<file path="src/rtl/mvm_pkg.sv">
package mvm_pkg;

    // Default geometry of the engine
    localparam int unsigned MVM_N_ELEM = 16;
    localparam int unsigned MVM_ELEM_W = 8;

    // Phases of the row sequencer
    typedef enum logic [1:0] {
        SEQ_ISSUE = 2'd0,   // addresses still being presented
        SEQ_DRAIN = 2'd1,   // last row in flight from memory
        SEQ_IDLE  = 2'd2    // all rows consumed, nothing more to do
    } seq_phase_e;

    // Final step of an element: double the dot product, add the offset, wrap
    function automatic logic [MVM_ELEM_W-1:0] scale_offset(
        input logic [MVM_ELEM_W-1:0] dot,
        input logic [MVM_ELEM_W-1:0] offs
    );
        logic [MVM_ELEM_W-1:0] dbl;
        dbl = {dot[MVM_ELEM_W-2:0], 1'b0};
        return dbl + offs;
    endfunction

endpackage

</file>
<file path="src/rtl/mvm_addr_seq.sv">
module mvm_addr_seq
    import mvm_pkg::*;
#(
    parameter int unsigned N_ELEM = MVM_N_ELEM,
    localparam int unsigned AW    = $clog2(N_ELEM)
) (
    input  logic          clk,
    input  logic          rst,
    output logic [AW-1:0] row_addr,
    output logic          tag_vld,
    output logic [AW-1:0] tag_idx
);

    localparam logic [AW-1:0] LAST_ROW = AW'(N_ELEM - 1);

    // Tag travelling alongside the memory read: which row is arriving now
    typedef struct packed {
        logic          vld;
        logic [AW-1:0] idx;
    } row_tag_t;

    seq_phase_e phase_q;
    logic [AW-1:0] addr_q;
    row_tag_t tag_q;

    always_ff @(posedge clk or posedge rst) begin
        if (rst) begin
            phase_q <= SEQ_ISSUE;
            addr_q  <= '0;
            tag_q   <= '0;
        end else begin
            case (phase_q)
                SEQ_ISSUE: begin
                    tag_q.vld <= 1'b1;
                    tag_q.idx <= addr_q;
                    if (addr_q == LAST_ROW) begin
                        phase_q <= SEQ_DRAIN;
                    end else begin
                        addr_q <= addr_q + 1'b1;
                    end
                end
                SEQ_DRAIN: begin
                    tag_q.vld <= 1'b0;
                    phase_q   <= SEQ_IDLE;
                end
                default: begin
                    tag_q.vld <= 1'b0;
                end
            endcase
        end
    end

    assign row_addr = addr_q;
    assign tag_vld  = tag_q.vld;
    assign tag_idx  = tag_q.idx;

endmodule

</file>
<file path="src/rtl/mvm_row_dot.sv">
module mvm_row_dot
    import mvm_pkg::*;
#(
    parameter int unsigned N_ELEM = MVM_N_ELEM,
    parameter int unsigned ELEM_W = MVM_ELEM_W,
    localparam int unsigned BUS_W = N_ELEM * ELEM_W
) (
    input  logic [BUS_W-1:0]  row,
    input  logic [BUS_W-1:0]  x_vec,
    input  logic [ELEM_W-1:0] offs,
    output logic [ELEM_W-1:0] result
);

    logic [ELEM_W-1:0] prod [N_ELEM];

    // One multiplier per column; only the low byte of each product matters
    for (genvar g = 0; g < N_ELEM; g++) begin : g_mul
        logic [2*ELEM_W-1:0] full;
        assign full    = row[g*ELEM_W +: ELEM_W] * x_vec[g*ELEM_W +: ELEM_W];
        assign prod[g] = full[ELEM_W-1:0];
    end

    logic [ELEM_W-1:0] dot;
    always_comb begin
        dot = '0;
        for (int k = 0; k < int'(N_ELEM); k++) begin
            dot = dot + prod[k];
        end
    end

    logic [ELEM_W-1:0] dbl;
    assign dbl    = {dot[ELEM_W-2:0], 1'b0};
    assign result = dbl + offs;

endmodule

</file>
<file path="src/rtl/mvm_result_bank.sv">
module mvm_result_bank
    import mvm_pkg::*;
#(
    parameter int unsigned N_ELEM = MVM_N_ELEM,
    parameter int unsigned ELEM_W = MVM_ELEM_W,
    localparam int unsigned AW    = $clog2(N_ELEM),
    localparam int unsigned BUS_W = N_ELEM * ELEM_W
) (
    input  logic              clk,
    input  logic              rst,
    input  logic              wr_en,
    input  logic [AW-1:0]     wr_idx,
    input  logic [ELEM_W-1:0] wr_data,
    output logic [BUS_W-1:0]  y_vec,
    output logic              done
);

    localparam logic [AW-1:0] LAST_ROW = AW'(N_ELEM - 1);

    // One byte register per output slot
    for (genvar g = 0; g < N_ELEM; g++) begin : g_slot
        logic [ELEM_W-1:0] slot_q;
        always_ff @(posedge clk or posedge rst) begin
            if (rst) begin
                slot_q <= '0;
            end else if (wr_en && (wr_idx == AW'(g))) begin
                slot_q <= wr_data;
            end
        end
        assign y_vec[g*ELEM_W +: ELEM_W] = slot_q;
    end

    logic done_q;
    always_ff @(posedge clk or posedge rst) begin
        if (rst) begin
            done_q <= 1'b0;
        end else if (wr_en && (wr_idx == LAST_ROW)) begin
            done_q <= 1'b1;
        end
    end

    assign done = done_q;

endmodule

</file>
<file path="src/rtl/mvm_engine.sv">
module mvm_engine
    import mvm_pkg::*;
#(
    parameter int unsigned N_ELEM = MVM_N_ELEM,
    parameter int unsigned ELEM_W = MVM_ELEM_W,
    localparam int unsigned AW    = $clog2(N_ELEM),
    localparam int unsigned BUS_W = N_ELEM * ELEM_W
) (
    input  logic             clk,
    input  logic             rst,
    input  logic [BUS_W-1:0] x_vec,
    input  logic [BUS_W-1:0] b_vec,
    input  logic [BUS_W-1:0] row_data,
    output logic [AW-1:0]    row_addr,
    output logic [BUS_W-1:0] y_vec,
    output logic             done
);

    logic          tag_vld;
    logic [AW-1:0] tag_idx;

    mvm_addr_seq #(.N_ELEM(N_ELEM)) u_seq (
        .clk      (clk),
        .rst      (rst),
        .row_addr (row_addr),
        .tag_vld  (tag_vld),
        .tag_idx  (tag_idx)
    );

    logic [ELEM_W-1:0] offs;
    assign offs = b_vec[tag_idx*ELEM_W +: ELEM_W];

    logic [ELEM_W-1:0] elem;
    mvm_row_dot #(.N_ELEM(N_ELEM), .ELEM_W(ELEM_W)) u_dot (
        .row    (row_data),
        .x_vec  (x_vec),
        .offs   (offs),
        .result (elem)
    );

    mvm_result_bank #(.N_ELEM(N_ELEM), .ELEM_W(ELEM_W)) u_bank (
        .clk     (clk),
        .rst     (rst),
        .wr_en   (tag_vld),
        .wr_idx  (tag_idx),
        .wr_data (elem),
        .y_vec   (y_vec),
        .done    (done)
    );

endmodule

</file>
<file path="config.mk">
export PLATFORM = sky130hd
export DESIGN_NAME = mvm_engine
export DESIGN_NICKNAME = d
export VERILOG_FILES = /design/src/rtl/mvm_pkg.sv /design/src/rtl/mvm_addr_seq.sv /design/src/rtl/mvm_row_dot.sv /design/src/rtl/mvm_result_bank.sv /design/src/rtl/mvm_engine.sv
export SDC_FILE = /design/constraint.sdc
export NUM_CORES = 1
export LEC_CHECK = 0
export ABC_AREA = 1
export BUFFER_PORTS_ARGS = -buffer_cell sky130_fd_sc_hd__buf_2
export CORE_MARGIN = 8
export CORE_UTILIZATION = 46
export CTS_CLUSTER_SIZE = 8
export DETAILED_ROUTE_END_ITERATION = 10
export GPL_ROUTABILITY_DRIVEN = 0
export PLACE_DENSITY = 0.69
export SLEW_MARGIN = 15
export SYNTH_ARGS = -nofsm -noshare
export SYNTH_HDL_FRONTEND = slang
export SYNTH_SLANG_ARGS = --single-unit
</file>
<file path="constraint.sdc">
create_clock -name clk -period 10.36 [get_ports clk]
set_input_delay 1.554 -clock clk [delete_from_list [all_inputs] [get_ports clk]]
set_output_delay 1.554 -clock clk [all_outputs]
set_load 0.01 [all_outputs]
</file>
==> flow_summary.json, run 1 <==
{
  "max_freq_ghz": 0.1017,
  "cts_made_buffers": 17,
  "syn-num-nets": 3785,
  "antenna_found_initial": 2,
  "synth.area.top_cells": "fa_1, nand2_1, dfrtp_1",
  "syn_avg_cell_area_um2": 6.963,
  "drive_gt1_share_pct": 16.62,
  "fin_setup_tns_ns": 0,
  "grt_pass1_wl_um": 99430,
  "ys.flop_type": "dfrtp_1",
  "postRouteAntennaNets": 0,
  "worstPathArrival_ns": 10.17,
  "hold_viol": 0,
  "core_area_um2": 44220,
  "cts_tree": "built",
  "period_needed_ns": 9.832,
  "tightest_slew_ns": 1.060,
  "clockBufferDepth": 2,
  "min_path_type": "reg -> reg",
  "relSlewSlack_pct": 29.36,
  "rsz0062_at_grt": "false",
  "vias": 19330,
  "remaining_drc_errors": 0,
  "clk_pin_slew_worst_paths_ns": 0.06,
  "cp.required_ns": 10.70,
  "port_buffers": 486,
  "nNetsFinal": 4260,
  "first_global_vias": 18740,
  "syn_inst": 2965,
  "cts-htree-levels": 4,
  "die_x_um": 227.9,
  "syn_area_um2": 20640,
  "wirelength_um": 61210,
  "yosysSeqAreaShare_pct": 16.97,
  "fin_skew_ns": 0.01203,
  "via_per_inst": 4.778,
  "synthDistinctLibCells": 41,
  "gr-total-overflow": 0,
  "area_growth_pct": 18.01,
  "start_kind": "input pin",
  "dp.cells": 4013,
  "run_status": "completed",
  "yosys_warnings": 0,
  "drv_slew": 0,
  "fin_util_pct": 55.09,
  "crit_slowest_cell": "fa_1",
  "clock-sinks": 140,
  "yosys.area.top_type": "fa_1",
  "cpPeakStageDelay_ns": 0.58,
  "die_area_um2": 51920,
  "fillers": 4410,
  "track_usage_pct": 23.32,
  "timing.hold.ws_ns": 0.4611,
  "grt_max_degree": 85,
  "path_common_cell": "fa_1",
  "wire_per_inst_um": 15.13,
  "netlist.area_leader.share_pct": 21.24,
  "drtIter0Drc": 1122,
  "start_util_pct": 46.69,
  "insertion_delay_ns": 0.41,
  "crit_fanout": 16,
  "ys_async_sr_fraction_pct": 100.0,
  "maxCapViolCount": 0,
  "final_cells": 4046,
  "period_share_pct": 94.90,
  "setup_viol": 0,
  "root_buffer": "clkbuf_16",
  "ioPinCount": 519,
  "row_count": 77,
  "dp_hpwl_um": 53060,
  "synth_edf_count": 0,
  "critPathKind": "in -> reg",
  "firstDrtPassIters": 5,
  "cp-end-kind": "flop",
  "synth-seq-cells": 140,
  "die_h_um": 227.9
}
[final timing paths]
kind	to	cells past startpoint	slack, ns	start
min reg2reg	u_bank.done	1	0.46	u_bank.done
max reg2reg	u_bank.g_slot[15].slot_q[7]	22	6.13	u_seq.tag_idx[1]
min	u_bank.done	1	0.46	u_bank.done
max in group asynchronous	u_bank.g_slot[2].slot_q[5]	3	7.53	rst
min in group asynchronous	u_bank.g_slot[1].slot_q[0]	2	1.28	rst
max	u_bank.g_slot[15].slot_q[7]	38	0.53	x_vec[24]
[cell usage after synthesis, types with 7 or more instances]
master,number
buf_2,15
clkbuf_1,33
dfrtp_1,140
fa_1,219
ha_1,215
inv_1,713
nand2_1,1094
nand2_2,14
nand3_1,124
nand3b_1,16
nand4_1,9
nor2_1,73
nor3_1,38
o21ai_0,112
o221ai_1,10
o22ai_1,19
or2_2,7
xnor2_1,34
xor2_1,30
[per-layer routing]
layer  vias to the layer above  track usage [%]  wire length, um
met5                         -           0.6616               61
met4                         4            4.151              926
met3                        55            4.083             3681
met2                       501            39.58            29400
met1                      8987            31.19            27140
li1                       9786                -                -
[worst max-delay path: cells and delay by family]
| family | cells | cell delay [ns] |
|---|---|---|
| buffers and inverters | 10 | 0.68 |
| AND/OR/NAND/NOR | 11 | 1.06 |
| adder cells (fa/ha/maj) | 13 | 6.13 |
| AO/OA/AOI/OAI | 2 | 0.41 |
| XOR/XNOR | 2 | 0.34 |
[area by class of cell]
cell class	instances	area [um^2]	share of cell area [%]
Multi-Input combinational cell	2053	14200	58.27
Antenna cell	1	2.502	0.01027
Clock inverter	13	166.4	0.6831
Timing Repair Buffer	512	2628	10.79
Tap cell	592	740.7	3.040
Clock buffer	19	432.9	1.777
Inverter	716	2693	11.05
Sequential cell	140	3503	14.38
[state kept, by name, indices dropped and copies added (netlist names)]
name,cells
u_bank.g_slot.slot_q,128
u_seq.row_addr,4
u_bank.done,1
u_seq.tag_vld,1
u_seq.tag_idx,4
u_seq.phase_q,2
[cells by family after synthesis]
logic type                 Yosys count  share of synthesized area, %
and+or+nand+nor                   1384                         27.02
buffers and inverters              772                         14.31
adders and majority gates          434                         34.27
AOI/OAI and AO/OA                  171                         4.715
DFF                                140                         16.97
xor gates and xnor gates            64                         2.715
[timing repair]
item,in CTS,in global routing
hold buffers,0,0
setup buffers,0,0
hold endpoints to repair,0,0
gates resized for setup,0,1
setup endpoints to repair,0,2
[per-stage QoR]
step | setup WS [ns] | cell area [um^2]
finish | 0.5285 | 24360
detailed placement | 0.02023 | 23750
global placement | 0.04913 | 23750
floorplan | 0.6305 | 20640
global route | 0.007461 | 24360
CTS | 0.4226 | 24350
[layout by cell type (no fill, tap or decap), types with 30 or more instances in the layout]
master | netlist | layout
o21ai_0 | 112 | 112
nand3_1 | 124 | 124
ha_1 | 215 | 215
fa_1 | 219 | 219
xor2_1 | 30 | 30
nor2_1 | 73 | 73
xnor2_1 | 34 | 34
nand2_1 | 1094 | 1094
inv_1 | 713 | 712
nor3_1 | 38 | 38
dfrtp_1 | 140 | 140
buf_2 | 15 | 486
Power of run 1 is left out: the tool's default activity adds up to more than one toggle a clock period on the data nets, which glitch-free logic cannot reach.
==> run 2: changes to the inputs <==
--- a/config.mk
+++ b/config.mk
@@ -5,14 +5,13 @@
 export SDC_FILE = /design/constraint.sdc
 export NUM_CORES = 1
 export LEC_CHECK = 0
-export ABC_AREA = 1
 export BUFFER_PORTS_ARGS = -buffer_cell sky130_fd_sc_hd__buf_2
 export CORE_MARGIN = 8
 export CORE_UTILIZATION = 46
 export CTS_CLUSTER_SIZE = 8
 export DETAILED_ROUTE_END_ITERATION = 10
 export GPL_ROUTABILITY_DRIVEN = 0
-export PLACE_DENSITY = 0.69
+export PLACE_DENSITY = 0.7
 export SLEW_MARGIN = 15
 export SYNTH_ARGS = -nofsm -noshare
 export SYNTH_HDL_FRONTEND = slang
==> run 2 against run 1 <==
Effect of this change: sequential share of layout area is 1.3 points higher; final cell count is 28% lower; first-iteration DRC count is 6.5% lower; final area is 8.4% lower; worst setup slack worse by 0.22 ns; largest cell class unchanged; highest routed layer unchanged.
==> flow_summary.json, run 2 <==
{
  "core_area_um2": 39730,
  "insertion_delay_ns": 0.42,
  "drive_gt1_share_pct": 26.95,
  "setup_viol": 0,
  "worstPathArrival_ns": 10.34,
  "vias": 14920,
  "yosys.area.top_type": "fa_1",
  "remaining_drc_errors": 0,
  "synth_top_family_by_area": "adder cells",
  "drv_slew": 0,
  "yosys.area_share.adder_pct": 38.13,
  "mostFrequentLayoutCells": "buf_2, nand2_1, inv_1",
  "fin_util_pct": 56.16,
  "syn_area_um2": 18550,
  "wire_per_inst_um": 20.43,
  "die_x_um": 216.8,
  "synthTopCellsByCount": "nand2_1, inv_1, and2_1, fa_1, ha_1",
  "first_global_vias": 16480,
  "clk_pin_slew_worst_paths_ns": 0.06,
  "synth-seq-cells": 140,
  "run_status": "completed",
  "synthDistinctLibCells": 33,
  "max_freq_ghz": 0.09947,
  "hold_depth": 2,
  "hold_viol": 0,
  "start_util_pct": 46.69,
  "cts_setup_buffers": 0,
  "start_kind": "input pin",
  "largest_register_ffs": 128,
  "critPathKind": "in -> reg",
  "via_per_inst": 5.117,
  "cts_made_buffers": 17,
  "port_buffers": 486,
  "yosys.area_share.simple_pct": 15.07,
  "synthMuxAreaShare_pct": 7.790,
  "rsz0062_at_grt": "false",
  "yosys_warnings": 0,
  "grt_pass1_wl_um": 92560,
  "syn-num-nets": 2695,
  "die_h_um": 216.8,
  "dp_hpwl_um": 53170,
  "maxCapViolCount": 0,
  "syn_avg_cell_area_um2": 9.894,
  "period_needed_ns": 10.05,
  "ys_async_sr_fraction_pct": 100.0,
  "relSlewSlack_pct": 33.05,
  "ioPinCount": 519,
  "top_register": "u_bank.g_slot.slot_q",
  "yosysMostFrequentCell": "nand2_1",
  "gr-total-overflow": 0,
  "period_share_pct": 97.04,
  "holdBufCountCts": 0,
  "die_area_um2": 47010,
  "syn_inst": 1875,
  "reg2regPathDepth": 14,
  "firstDrtPassIters": 5,
  "clockBufferDepth": 2,
  "synth_compound_area_share_pct": 2.745,
  "cts_resized": 0,
  "grt_max_degree": 80,
  "ys.flop_type": "dfrtp_1",
  "area_growth_pct": 20.27,
  "row_count": 73,
  "synth_xor_xnor_area_share_pct": 11.02,
  "cp.required_ns": 10.65,
  "yosysSeqAreaShare_pct": 18.88,
  "rr_startpoint": "u_seq.tag_idx[0]",
  "layout_commonest_cell": "buf_2",
  "antenna_cells": 0,
  "min_from": "u_seq.phase_q[1]",
  "nNetsFinal": 3197,
  "netlist.area_leader.share_pct": 23.63,
  "crit_fanout": 16,
  "synth_edf_count": 0,
  "crit_start": "row_data[90]",
  "drtIter0Drc": 1049,
  "synth.area.top_cells": "fa_1, dfrtp_1, ha_1",
  "clock-sinks": 140,
  "wirelength_um": 59550,
  "root_buffer": "clkbuf_16",
  "antenna_found_initial": 4,
  "fin_skew_ns": 0.006039,
  "tightest_slew_ns": 1.004,
  "track_usage_pct": 24.99,
  "cp-end-kind": "flop",
  "min_path_type": "reg -> reg",
  "postRouteAntennaNets": 0,
  "cts_tree": "built",
  "cts-htree-levels": 4
}
-- run 2: changes by cell type in the layout (fill, tap and decap cells not counted), moves of 15 or more --
cell      change
and2_1      +230
inv_1       -438
mux2_2       +50
mux4_2       +38
nand2_1     -769
nand3_1     -119
nand3b_1     -15
nor2_1       -69
nor3_1       -37
o21ai_0      -31
o22ai_1      -19
xnor2_1     +151
-- run 2: area by class of cell --
| type | count | area, um^2 |
|---|---|---|
| clock buffer | 18 | 439.2 |
| timing repair buffer | 518 | 2673 |
| multi-input combinational | 1425 | 13880 |
| fill | 3497 | 17420 |
| clock inverter | 14 | 125.1 |
| inverter | 275 | 1035 |
| sequential | 140 | 3507 |
| tap | 525 | 656.9 |
-- run 2: worst paths after layout --
path	end	slack, ns
setup / recovery	u_bank.g_slot[10].slot_q[7]	0.31
hold / removal	u_seq.phase_q[0]	0.47
setup reg to reg	u_bank.g_slot[10].slot_q[7]	5.53
hold reg to reg	u_seq.phase_q[0]	0.47
max in group asynchronous	u_bank.g_slot[8].slot_q[7]	7.58
min in group asynchronous	u_bank.g_slot[15].slot_q[5]	1.27
-- run 2: kinds of logic (layout without fill, tap and decap cells) --
family	count (synthesis)	in the layout
multiplexers	89	89
buffers and inverters	310	825
adder cells (fa/ha/maj)	434	434
AND/OR/NAND/NOR	579	579
XOR/XNOR	227	227
AO/OA/AOI/OAI	96	96
flip-flops	140	140
-- run 2: metrics by stage --
step / cell area (um^2) / std cells / worst slack, ns / TNS (ns) / hold WS, ns
3_3_place_gp: 21750 / 2883 / -0.05222 / -0.7709 / 0.4515
4_1_cts: 22310 / 2915 / 0.2810 / 0 / 0.4797
2_1_floorplan: 18550 / 1875 / 0.4153 / 0 / 0.4414
6_report: 22310 / 2915 / 0.3070 / 0 / 0.4720
3_5_place_dp: 21750 / 2883 / -0.1290 / -1.967 / 0.4642
5_1_grt: 22310 / 2915 / 0.01705 / 0 / 0.4951
-- run 2: metal layers --
layer | up-vias | wire (um) | track usage [%]
met3 | 86 | 3841 | 4.535
li1 | 6865 | - | -
met4 | 4 | 1628 | 7.011
met5 | - | 23 | 0
met1 | 7386 | 24790 | 31.49
met2 | 574 | 29270 | 43.60
-- run 2: worst max-delay path, stage by stage --
cell and delay (ns):
buf_2 0.09, nand2_1 0.07, fa_1 0.54, inv_1 0.06, fa_1 0.47, inv_1 0.05
fa_1 0.52, inv_1 0.06, fa_1 0.53, inv_1 0.05, fa_1 0.48, fa_1 0.55
inv_1 0.05, fa_1 0.48, fa_1 0.60, fa_1 0.44, fa_1 0.47, fa_1 0.54
inv_1 0.08, fa_1 0.48, inv_1 0.04, ha_1 0.28, a21o_1 0.16, a21oi_1 0.14
xnor3_1 0.43, xnor2_1 0.16, xnor3_2 0.62, mux2_2 0.33
Power of run 2 is left out for the same reason.
==> run 3: changes to the inputs <==
--- a/config.mk
+++ b/config.mk
@@ -7,11 +7,11 @@
 export LEC_CHECK = 0
 export BUFFER_PORTS_ARGS = -buffer_cell sky130_fd_sc_hd__buf_2
 export CORE_MARGIN = 8
-export CORE_UTILIZATION = 46
+export CORE_UTILIZATION = 45
 export CTS_CLUSTER_SIZE = 8
 export DETAILED_ROUTE_END_ITERATION = 10
 export GPL_ROUTABILITY_DRIVEN = 0
-export PLACE_DENSITY = 0.7
+export PLACE_DENSITY = 0.68
 export SLEW_MARGIN = 15
 export SYNTH_ARGS = -nofsm -noshare
 export SYNTH_HDL_FRONTEND = slang
==> run 3 against run 2 <==
Effect of this change: die area is 2.1% higher; utilization is 1.4 points lower; count of clock-buffer cells in the layout is 1 lower; maximum frequency is 0.42% higher; critical path depth stayed put; first-iteration DRC count is 13% lower; sequential share of layout area hardly changed; flip-flop and latch count stayed put; non-clock buffer count is 3 lower; global-route usage is 0.56 points lower; worst hold slack worse by 0.00095 ns; critical path type unchanged; highest routed layer unchanged.
==> flow_summary.json, run 3 (synthesis gave the netlist of run 2 again) <==
{
  "cp.required_ns": 10.66,
  "dp_hpwl_um": 52550,
  "cts_resized": 0,
  "reg2regPathDepth": 14,
  "start_kind": "input pin",
  "track_usage_pct": 24.43,
  "drive_gt1_share_pct": 26.85,
  "fillers": 3733,
  "cpPeakStageDelay_ns": 0.62,
  "hold_viol": 0,
  "relSlewSlack_pct": 38.46,
  "setup_viol": 0,
  "crit_slowest_cell": "xnor3_2",
  "clock-sinks": 140,
  "path_common_cell": "fa_1",
  "die_area_um2": 47980,
  "crit_fanout": 16,
  "timing.rr.end": "u_bank.g_slot[5].slot_q[7]",
  "path_depth": 28,
  "cts_tree": "built",
  "mostFrequentLayoutCells": "buf_2, nand2_1, inv_1",
  "drv_slew": 0,
  "grt-busiest-layer": "met2",
  "dp.cells": 2887,
  "cp.buffers_inverters": 8,
  "grt_use_met2_pct": 42.60,
  "grt_use_met1_pct": 32.30,
  "period_share_pct": 96.63,
  "critPathKind": "in -> reg",
  "cts_setup_buffers": 0,
  "cp-end-kind": "flop",
  "cts_made_buffers": 17,
  "wire_per_inst_um": 20.22,
  "grt_pass1_wl_um": 90920,
  "ioPinCount": 519,
  "insertion_delay_ns": 0.42,
  "clockBufferDepth": 2,
  "clk_pin_slew_worst_paths_ns": 0.06,
  "r2r_slack_ns": 5.55,
  "multi_input_area_um2": 13880,
  "top_register": "u_bank.g_slot.slot_q",
  "remaining_drc_errors": 0,
  "grt_use_met3_pct": 3.015,
  "core_area_um2": 40740,
  "drtIter0Drc": 911,
  "fin_skew_ns": 0.009505,
  "root_buffer": "clkbuf_16",
  "port_buffers": 486,
  "holdBufCountCts": 0,
  "start_util_pct": 45.54,
  "min_path_type": "reg -> reg",
  "seqCellArea_um2": 3507,
  "fin_util_pct": 54.72,
  "rr_startpoint": "u_seq.tag_idx[0]",
  "run_status": "completed",
  "cts-htree-levels": 4,
  "hold_depth": 1,
  "gr-total-overflow": 0,
  "crit_family": "adder cells",
  "area_growth_pct": 20.17,
  "nNetsFinal": 3194,
  "rsz0062_at_grt": "false",
  "antenna_found_initial": 3,
  "maxCapViolCount": 0,
  "vias": 14730,
  "firstDrtPassIters": 5,
  "die_h_um": 219.0,
  "row_count": 74,
  "layout_commonest_cell": "buf_2",
  "postRouteAntennaNets": 0,
  "cp-endpoint": "u_bank.g_slot[5].slot_q[7]",
  "crit_start": "x_vec[90]",
  "max_freq_ghz": 0.09989,
  "via_per_inst": 5.044,
  "largest_register_ffs": 128,
  "period_needed_ns": 10.01,
  "final_cells": 2921,
  "wirelength_um": 59070,
  "first_global_vias": 15890,
  "tightest_slew_ns": 0.9200,
  "grt_max_degree": 73,
  "worstPathArrival_ns": 10.31,
  "die_x_um": 219.0
}
run 3: cell count changes in the layout (fill, tap and decap cells not counted), sizes merged:
cell and delta:
inv -1, buf -3, clkinvlp -2, clkbuf -1, clkinv +4, diode +2
run 3: layout make-up:
cell class | instances | area share [%]
timing repair buffer | 515 | 11.89
clock buffer | 17 | 1.908
inverter | 275 | 4.641
tap | 532 | 2.986
multi-input combinational | 1425 | 62.25
antenna | 2 | 0.02245
sequential | 140 | 15.73
clock inverter | 15 | 0.5781
run 3: routing by layer:
| layer | vias up | part of all wire [%] |
|---|---|---|
| met1 | 7312 | 43 |
| li1 | 6857 | - |
| met4 | 2 | 2.0 |
| met2 | 504 | 49 |
| met3 | 58 | 5.5 |
| met5 | - | 0.017 |
run 3: worst min path at each step:
stage,end,startpoint
CTS,u_bank.done,u_bank.done
finish,u_bank.done,u_bank.done
detailed placement,u_bank.done,u_bank.done
global route,u_bank.done,u_bank.done
floorplan,u_seq.phase_q[0],u_seq.phase_q[1]
global placement,u_bank.done,u_bank.done
run 3: metrics by stage:
stage          setup WS (ns)  TNS (ns)  hold WS, ns  area [um^2]
5_1_grt              0.02349         0       0.4928        22290
3_5_place_dp         -0.1280    -1.825       0.4507        21730
3_3_place_gp        -0.04256   -0.6273       0.4487        21730
6_report              0.3486         0       0.4711        22290
4_1_cts               0.2926         0       0.4693        22290
2_1_floorplan         0.4153         0       0.4414        18550
run 3: worst reg2reg max path, stage by stage (launching register included):
cell and delay [ns]:
dfrtp_4 0.85, mux4_2 0.60, mux4_2 0.51, ha_1 0.23
inv_1 0.08, fa_1 0.24, nor2b_1 0.06, o21ai_0 0.15
nand2b_1 0.11, a21o_1 0.18, a21oi_1 0.14, xnor3_1 0.42
xnor2_1 0.17, xnor3_2 0.62, mux2_2 0.35
Power of run 3 is left out for the same reason.
